$ cat config.mk
export PLATFORM = sky130hd
export DESIGN_NAME = trace_unpack
export DESIGN_NICKNAME = d
export VERILOG_FILES = /design/src/rtl/trace_unpack_pkg.sv /design/src/rtl/trace_unpack_lane.sv /design/src/rtl/trace_unpack_cfg.sv /design/src/rtl/trace_unpack_seq.sv /design/src/rtl/trace_unpack.sv
export SDC_FILE = /design/constraint.sdc
export NUM_CORES = 1
export LEC_CHECK = 0
export ABC_CLOCK_PERIOD_IN_PS = 2600
export BUFFER_PORTS_ARGS = -buffer_cell sky130_fd_sc_hd__buf_2
export CORE_ASPECT_RATIO = 2
export CORE_MARGIN = 5
export CORE_UTILIZATION = 36
export CTS_BUF_LIST = sky130_fd_sc_hd__clkbuf_4 sky130_fd_sc_hd__clkbuf_8
export CTS_CLUSTER_SIZE = 30
export DETAILED_ROUTE_END_ITERATION = 6
export HOLD_SLACK_MARGIN = 0.15
export SETUP_SLACK_MARGIN = 0.1
export SYNTH_ARGS = -nofsm -noshare
export SYNTH_HDL_FRONTEND = slang
export SYNTH_HIERARCHICAL = 1
export SYNTH_SLANG_ARGS = --single-unit
$ cat constraint.sdc
create_clock -name clk -period 2.6 [get_ports clk]
set_input_delay 0.39 -clock clk [delete_from_list [all_inputs] [get_ports clk]]
set_output_delay 0.39 -clock clk [all_outputs]
set_load 0.02 [all_outputs]
$ cat src/rtl/trace_unpack_pkg.sv
package trace_unpack_pkg;

  parameter int WORD_W = 32;
  parameter int USED_W = 24;
  parameter int ST_W   = 3;
  parameter int PKT_W  = 16;
  parameter int IDX_W  = 2;

  typedef enum logic [1:0] {
    PW_4    = 2'b00,
    PW_8    = 2'b01,
    PW_16   = 2'b10,
    PW_RSVD = 2'b11
  } port_width_e;

  typedef enum logic [1:0] {
    PM_NORMAL = 2'b00,
    PM_DEMUX  = 2'b01,
    PM_MUX    = 2'b10,
    PM_RSVD   = 2'b11
  } port_mode_e;

  typedef struct packed {
    logic [ST_W-1:0]  status;
    logic [PKT_W-1:0] packet;
    logic             sync;
    logic             trig;
  } sample_t;

endpackage

$ cat src/rtl/trace_unpack_lane.sv
module trace_unpack_lane
  import trace_unpack_pkg::*;
#(
  parameter int          LANE_W    = 8,
  parameter logic [2:0]  TRIG_CODE = 3'b110
) (
  input  logic [LANE_W-1:0] lane,
  output sample_t           smp
);

  localparam int PW = LANE_W - ST_W - 1;

  logic [ST_W-1:0]  raw_st;
  logic [PKT_W-1:0] pk;
  logic             hit;

  always_comb begin
    raw_st       = lane[ST_W-1:0];
    pk           = '0;
    pk[PW-1:0]   = lane[LANE_W-2:ST_W];
    hit          = (raw_st == TRIG_CODE);
    smp.packet   = pk;
    smp.sync     = lane[LANE_W-1];
    smp.trig     = hit;
    smp.status   = hit ? pk[ST_W-1:0] : raw_st;
  end

endmodule

$ cat src/rtl/trace_unpack_cfg.sv
module trace_unpack_cfg
  import trace_unpack_pkg::*;
(
  input  logic [1:0] cfg_width,
  input  logic [1:0] cfg_mode,
  output logic       bad
);

  port_width_e w;
  port_mode_e  m;

  always_comb begin
    w   = port_width_e'(cfg_width);
    m   = port_mode_e'(cfg_mode);
    bad = 1'b0;
    if (w == PW_RSVD) bad = 1'b1;
    case (m)
      PM_NORMAL: ;
      PM_DEMUX:  if (w != PW_8) bad = 1'b1;
      default:   bad = 1'b1;
    endcase
  end

endmodule

$ cat src/rtl/trace_unpack_seq.sv
module trace_unpack_seq
  import trace_unpack_pkg::*;
(
  input  logic              clk,
  input  logic              rst_n,
  input  logic [1:0]        cfg_width,
  input  logic              block,
  input  logic              in_valid,
  input  logic [USED_W-1:0] in_word,
  output logic              in_ready,
  input  logic              out_ready,
  output logic              hold_valid,
  output logic [USED_W-1:0] hold_word,
  output logic [IDX_W-1:0]  hold_idx
);

  logic              valid_q, valid_d;
  logic [IDX_W-1:0]  idx_q, idx_d;
  logic [USED_W-1:0] word_q;
  logic [IDX_W-1:0]  last_idx;
  logic              fire_out, done, fire_in, word_en, idx_en;

  always_comb begin
    case (port_width_e'(cfg_width))
      PW_4:    last_idx = IDX_W'(2);
      PW_8:    last_idx = IDX_W'(1);
      default: last_idx = IDX_W'(0);
    endcase
    fire_out = valid_q & out_ready;
    done     = fire_out & (idx_q == last_idx);
    in_ready = ~block & (~valid_q | done);
    fire_in  = in_valid & in_ready;
    word_en  = fire_in;
    idx_en   = fire_in | fire_out;
    valid_d  = valid_q;
    idx_d    = idx_q;
    if (fire_in) begin
      valid_d = 1'b1;
      idx_d   = '0;
    end else if (done) begin
      valid_d = 1'b0;
      idx_d   = '0;
    end else if (fire_out) begin
      idx_d   = idx_q + IDX_W'(1);
    end
  end

  always_ff @(posedge clk or negedge rst_n) begin
    if (!rst_n) begin
      valid_q <= 1'b0;
      idx_q   <= '0;
      word_q  <= '0;
    end else begin
      valid_q <= valid_d;
      if (idx_en)  idx_q  <= idx_d;
      if (word_en) word_q <= in_word;
    end
  end

  assign hold_valid = valid_q;
  assign hold_word  = word_q;
  assign hold_idx   = idx_q;

endmodule

$ cat src/rtl/trace_unpack.sv
module trace_unpack
  import trace_unpack_pkg::*;
#(
  parameter logic [2:0] TRIG_CODE = 3'b110
) (
  input  logic                 clk,
  input  logic                 rst_n,
  input  logic [1:0]           cfg_width,
  input  logic [1:0]           cfg_mode,
  output logic                 cfg_err,
  input  logic                 in_valid,
  output logic                 in_ready,
  input  logic [WORD_W-1:0]    in_data,
  output logic                 out_valid,
  input  logic                 out_ready,
  output logic [ST_W-1:0]      out_status,
  output logic [PKT_W-1:0]     out_packet,
  output logic                 out_sync,
  output logic                 out_trig
);

  localparam int N4  = 3;
  localparam int L4  = 8;
  localparam int N8  = 2;
  localparam int L8  = 12;
  localparam int L16 = 20;

  logic              bad;
  logic              hold_valid;
  logic [USED_W-1:0] hold_word;
  logic [IDX_W-1:0]  hold_idx;
  logic              unused_hi;
  sample_t           s4 [N4];
  sample_t           s8 [N8];
  sample_t           s16;
  sample_t           sel;

  assign unused_hi = ^in_data[WORD_W-1:USED_W];

  trace_unpack_cfg u_cfg (
    .cfg_width (cfg_width),
    .cfg_mode  (cfg_mode),
    .bad       (bad)
  );

  trace_unpack_seq u_seq (
    .clk        (clk),
    .rst_n      (rst_n),
    .cfg_width  (cfg_width),
    .block      (bad),
    .in_valid   (in_valid),
    .in_word    (in_data[USED_W-1:0]),
    .in_ready   (in_ready),
    .out_ready  (out_ready),
    .hold_valid (hold_valid),
    .hold_word  (hold_word),
    .hold_idx   (hold_idx)
  );

  for (genvar g = 0; g < N4; g++) begin : g_l4
    trace_unpack_lane #(.LANE_W(L4), .TRIG_CODE(TRIG_CODE)) u_lane (
      .lane (hold_word[g*L4 +: L4]),
      .smp  (s4[g])
    );
  end

  for (genvar g = 0; g < N8; g++) begin : g_l8
    trace_unpack_lane #(.LANE_W(L8), .TRIG_CODE(TRIG_CODE)) u_lane (
      .lane (hold_word[g*L8 +: L8]),
      .smp  (s8[g])
    );
  end

  trace_unpack_lane #(.LANE_W(L16), .TRIG_CODE(TRIG_CODE)) u_l16 (
    .lane (hold_word[L16-1:0]),
    .smp  (s16)
  );

  always_comb begin
    case (port_width_e'(cfg_width))
      PW_4: begin
        case (hold_idx)
          2'd0:    sel = s4[0];
          2'd1:    sel = s4[1];
          default: sel = s4[2];
        endcase
      end
      PW_8:    sel = hold_idx[0] ? s8[1] : s8[0];
      default: sel = s16;
    endcase
  end

  assign cfg_err    = bad;
  assign out_valid  = hold_valid;
  assign out_status = sel.status;
  assign out_packet = sel.packet;
  assign out_sync   = sel.sync;
  assign out_trig   = sel.trig;

endmodule

; ---- Word level (Yosys, flattened, before mapping)
; Index checks and enable logic that the tools add are counted.
[word_totals]
word_cells = 44
rom_bits = 0
ram_bits = 0
mem_count = 0
register_bits = 27
latchBits = 0
[op_classes]
shifts = 0
eq_ne = 10
add_sub_neg = 1
reduce_logical = 6
n_lt_le_gt_ge = 0
n_mux = 16
bitwise = 8
div_mod_pow = 0
multipliers = 0
[ops]
columns = operator, n
row1 = case mux 21 bit (2 select lines), 2
row2 = two-way mux 21 bit, 1
row3 = equality test 3 bit (second input constant), 4
row4 = two-way mux 3 bit, 4
row5 = equality test 2 x 1 -> 1 bit (second input constant), 3
row6 = zero test 2 bit, 3
row7 = two-way mux 2 bit, 3
row8 = AND 1 bit, 4
row9 = two-way mux 1 bit, 4
row10 = case mux 2 bit (2 select lines), 1
row11 = nonzero test 3 bit, 1
row12 = adder 2 x 1 -> 2 bit (second input constant), 1
row13 = equality test 2 bit, 1
row14 = equality test 2 bit (second input constant), 1
row15 = inequality test 2 x 1 -> 1 bit (second input constant), 1
row16 = NOT 1 bit, 2
row17 = OR 1 bit, 2
row18 = case mux 1 bit (2 select lines), 1
row19 = AND reduction 2 bit, 1
row20 = nonzero test 2 bit, 1

; ---- Depth between registers and ports, before layout
[depth]
ltp_word = 9
mapped_depth = 7
mapped_depth_nobuf = 5

; ---- By module
; Netlist, hierarchy kept.
[by_module_without_submodules]
columns = mod, cells_each, seq_area_each_um2, area_per_inst_um2, n_inst
row1 = trace_unpack_seq, 219, 675.6, 1901.8, 1
row2 = trace_unpack, 121, 0.0, 1129.8, 1
row3 = trace_unpack_lane at g_l4[0].u_lane ..., 25, 0.0, 178.9, 5
row4 = trace_unpack_lane at u_l16, 24, 0.0, 175.2, 1
row5 = trace_unpack_cfg, 2, 0.0, 15.0, 1

; ---- Worst setup path before layout
; No wires, ideal clock.
[synth_path]
path_type = input port to flip-flop
from = input port cfg_mode[0]
to = register u_seq.word_q[10], in the netlist u_seq/hold_word[10]
arrival_ps = 1807
stages = 7
setup_time_ps = 87
slack_ps = 706
path_buffers = 2
path_cell_list = nor2b_1 -> a211o_1 -> and3b_1 -> clkbuf_1 -> clkbuf_1 -> nand2_1 -> o2111ai_2
[synth_between]
elab_chain_cells = 5
word_cells_on_any_way = 6
[synth_rtl]
columns = element, line
row1 = from (decl), trace_unpack.sv:9  ; input logic [1:0] cfg_mode,
row2 = equality test 2 x 1 -> 1 bit or zero test 2 bit (tied branches), trace_unpack_cfg.sv:17  ; case (m)
row3 = case mux 1 bit (2 select lines) *, trace_unpack_cfg.sv:17
row4 = via cfg_err, trace_unpack.sv:10  ; output logic cfg_err,
row5 = NOT 1 bit *, trace_unpack_seq.sv:31  ; in_ready = ~block & (~valid_q | done);
row6 = AND 1 bit *, trace_unpack_seq.sv:31
row7 = AND 1 bit *, trace_unpack_seq.sv:32  ; fire_in = in_valid & in_ready;
row8 = to (signal assigned), trace_unpack_seq.sv:56  ; if (word_en) word_q <= in_word;
row9 = to (decl), trace_unpack_seq.sv:19  ; logic [USED_W-1:0] word_q;
; Mark *: on every way through the listed nets, which the timed path passes. The rest lies on a longest branch.
; A chain may end at the register's enable or synchronous reset.

==> reports/results.tsv <==
stage	metric	value	unit
global_routing	grt_max_degree	31	
routing	drtIter0Drc	175	
critical_path	rr_worst_depth	4	
critical_path	path_buf_inv	1	
timing	timing.setup.tns	0	ns
clock_tree	cts-htree-levels	1	
floorplan	die_h	161	µm
global_routing	grt_pass1_vias	3241	
clock_tree	ctsHoldBuffers	1	
routing	wl	10500	µm
clock_tree	cts_resized	0	
critical_path	crit_path_end_kind	output port	
layout	diodes	0	
clock_tree	cts-root-buf	clkbuf_8	
timing	min_period	2.35	ns
min_path	hold_class	in -> reg	
timing	fin_crit_sh	0.906	
layout	fin_cells	607	
global_routing	use_met2	0.281	
critical_path	cp-start-kind	flop	
critical_path	max_stage_delay	0.56	ns
yosys	synth_warnings	6	
clock_tree	cts.sinks	27	
min_path	min-delay-start	in_data[7]	
layout	final_cell_mix	nand2_1, buf_2, conb_1	
global_routing	grt_pass1_wl	16600	µm
routing	drcViolationCount	0	
layout	nets	506	
critical_path	crit_chain	o31a_1 > mux2_4 > a22oi_1 > o21ai_1 > buf_2	
timing	fmax	425	MHz
clock_tree	clk_latency	0.29	ns
floorplan	die_area	13800	µm²
yosys	yosys_register_bits	27	
timing	drv_slew	0	
routing	vias_per_cell	5.39	
clock_tree	cts_tree	done	
placed_design	placed_cells	602	
critical_path	rr_startpoint	u_seq/hold_idx[0]$_DFFE_PN0P_	
yosys	synth_ff_type	dfrtp_1	
yosys	avgSynthCellArea	8.38	µm²
critical_path	r2r-end	u_seq/hold_word[0]$_DFFE_PN0P_	
clock_tree	cts_buffers	3	
yosys	netlist_area	4120	µm²
timing	slew_headroom	0.543	
floorplan	coreArea	11300	µm²
global_routing	grt_util_met3	0.0153	
layout	fin_util	0.345	
critical_path	reg2reg_slack	0.68	ns
floorplan	rows	55	
min_path	min_path_cells	3	
critical_path	cp_top_family	compound AO/OA/AOI/OAI gates	
clock_tree	path_clk_slew	0.11	ns
placed_design	gp_congestion	0.903	
layout	nFillCells	1234	
timing	worstMarginPinSlew	0.685	ns
critical_path	crit_required	2.21	ns
critical_path	cp.arrival	1.96	ns
critical_path	cp_slowest_cell	dfrtp_1	
routing	drt-wirelength-per-cell	17.3	µm
timing	clock_skew	0.00877	ns
layout	drive_gt1_frac	0.314	
pwr	ir_drop	0.000404	V
clock_tree	clockBufferDepth	2	
yosys	yosysSeqAreaShare	0.164	
run_status	status	finished clean	
timing	rsz0062_at_grt	false	
pwr	power.leakage	1.60	nW
yosys	synthArstFlopShare	1.00	
clock_tree	cts_setup_buffers	0	
run	max_cap_violations	0	
routing	vias	3271	
global_routing	grt_overflow	0	
timing	setup_violations	0	
floorplan	start_util	0.365	
global_routing	antenna_found_initial	0	
routing	detail-route-antenna-nets	0	
global_routing	grt_use_met1	0.162	
routing	drt-pass1-iter-count	4	
yosys	synth_cell_types	38	
floorplan	num_io_pins	64	
min_path	hold_end	u_seq/hold_word[7]$_DFFE_PN0P_	
floorplan	die_w	85.6	µm
timing	hold_viol_final	0	
pwr	powerDensity	887	nW/µm²
layout	area_growth	-5.38	%
yosys	synth_edf_count	0	
placed_design	hpwl	7710	µm
placed_design	io_buffers	55	
global_routing	busiest_layer	met2	
critical_path	path_class	reg -> out	
global_routing	grt_use_total	0.150	
yosys	postSynthCellCount	491	
critical_path	crit_fanout	14	
layout	final_common_cell	nand2_1	
[cell usage after synthesis, types with 8 or more instances]
| cell type | n | area [µm²] |
|---|---|---|
| o21ai_0 | 22 | 110 |
| clkbuf_1 | 25 | 93.8 |
| nor3b_1 | 13 | 97.6 |
| nand2_1 | 73 | 274 |
| buf_6 | 8 | 90.1 |
| dfrtp_1 | 27 | 676 |
| mux2i_1 | 21 | 210 |
| nor2_1 | 8 | 30.0 |
| a22oi_1 | 21 | 158 |
| mux2_2 | 21 | 236 |
| o21ai_1 | 23 | 115 |
| mux2_4 | 21 | 315 |
| o2111ai_2 | 20 | 300 |
| nand4b_1 | 24 | 210 |
| buf_4 | 108 | 811 |
[layout make-up]
class / count / area, µm² / area share
Multi-Input combinational cell: 358 / 2580 / 0.662
Inverter: 6 / 22.5 / 0.00578
Timing Repair Buffer: 70 / 390 / 0.100
Sequential cell: 27 / 677 / 0.174
Tap cell: 142 / 178 / 0.0456
Clock buffer: 3 / 41.3 / 0.0106
Clock inverter: 1 / 7.51 / 0.00193
[stage by stage]
| step | setup slack, ns | hold WS, ns | instance area (µm²) | total power (W) |
|---|---|---|---|---|
| after floorplan | 0.706 | 0.0944 | 4290 | 0.00314 |
| after global placement | 0.385 | 0.448 | 3840 | 0.00314 |
| after detailed placement | 0.308 | 0.458 | 3840 | 0.00319 |
| after CTS | 0.259 | 0.323 | 3890 | 0.00347 |
| after global routing | 0.135 | 0.345 | 3890 | 0.00370 |
| final | 0.245 | 0.329 | 3890 | 0.00345 |
[power by group]
part	internal, W	leakage [nW]	switching (W)
Clock	0.000110	0.0217	0.000153
Combinational	0.00109	1.31	0.00116
Sequential	0.000565	0.259	0.000375
[logic make-up (layout without fill, tap and decap cells)]
logic type      after synthesis  in the layout  synth area share
other cells                   5             52           0.00456
simple gates                135            135             0.179
flops                        27             27             0.164
compound gates              108            108             0.213
buf+inv                     153             80             0.253
mux                          63             63             0.185
[worst max-delay path by stage]
stage                                               from                         endpoint  slack (ns)  cells past startpoint
after global placement                      cfg_width[1]   u_seq/hold_word[2]$_DFFE_PN0P_        0.38                      5
final                     u_seq/hold_word[0]$_DFFE_PN0P_                    out_status[1]        0.25                      5
after CTS                 u_seq/hold_word[0]$_DFFE_PN0P_                    out_status[1]        0.26                      5
after global routing      u_seq/hold_word[2]$_DFFE_PN0P_                    out_status[1]        0.13                      6
after floorplan                              cfg_mode[0]  u_seq/hold_word[10]$_DFFE_PN0P_        0.71                      7
after detailed placement                    cfg_width[1]   u_seq/hold_word[0]$_DFFE_PN0P_        0.31                      5
[routing by layer]
layer  part of all wire  up-vias
met4              0.040        0
met2               0.55      106
met5                  0        -
li1                   -     1553
met3              0.043       20
met1               0.37     1592
[state kept, by name, indices dropped and copies added, names as in the netlist]
signal / cells
u_seq/hold_valid: 1
u_seq/hold_idx: 2
u_seq/hold_word: 24
[tightest hold or removal path: stages]
cell and delay [ns]:
buf_2 0.08, nand2_1 0.05, o2111ai_2 0.07
No activity file was read; power rests on OpenSTA's default activity.
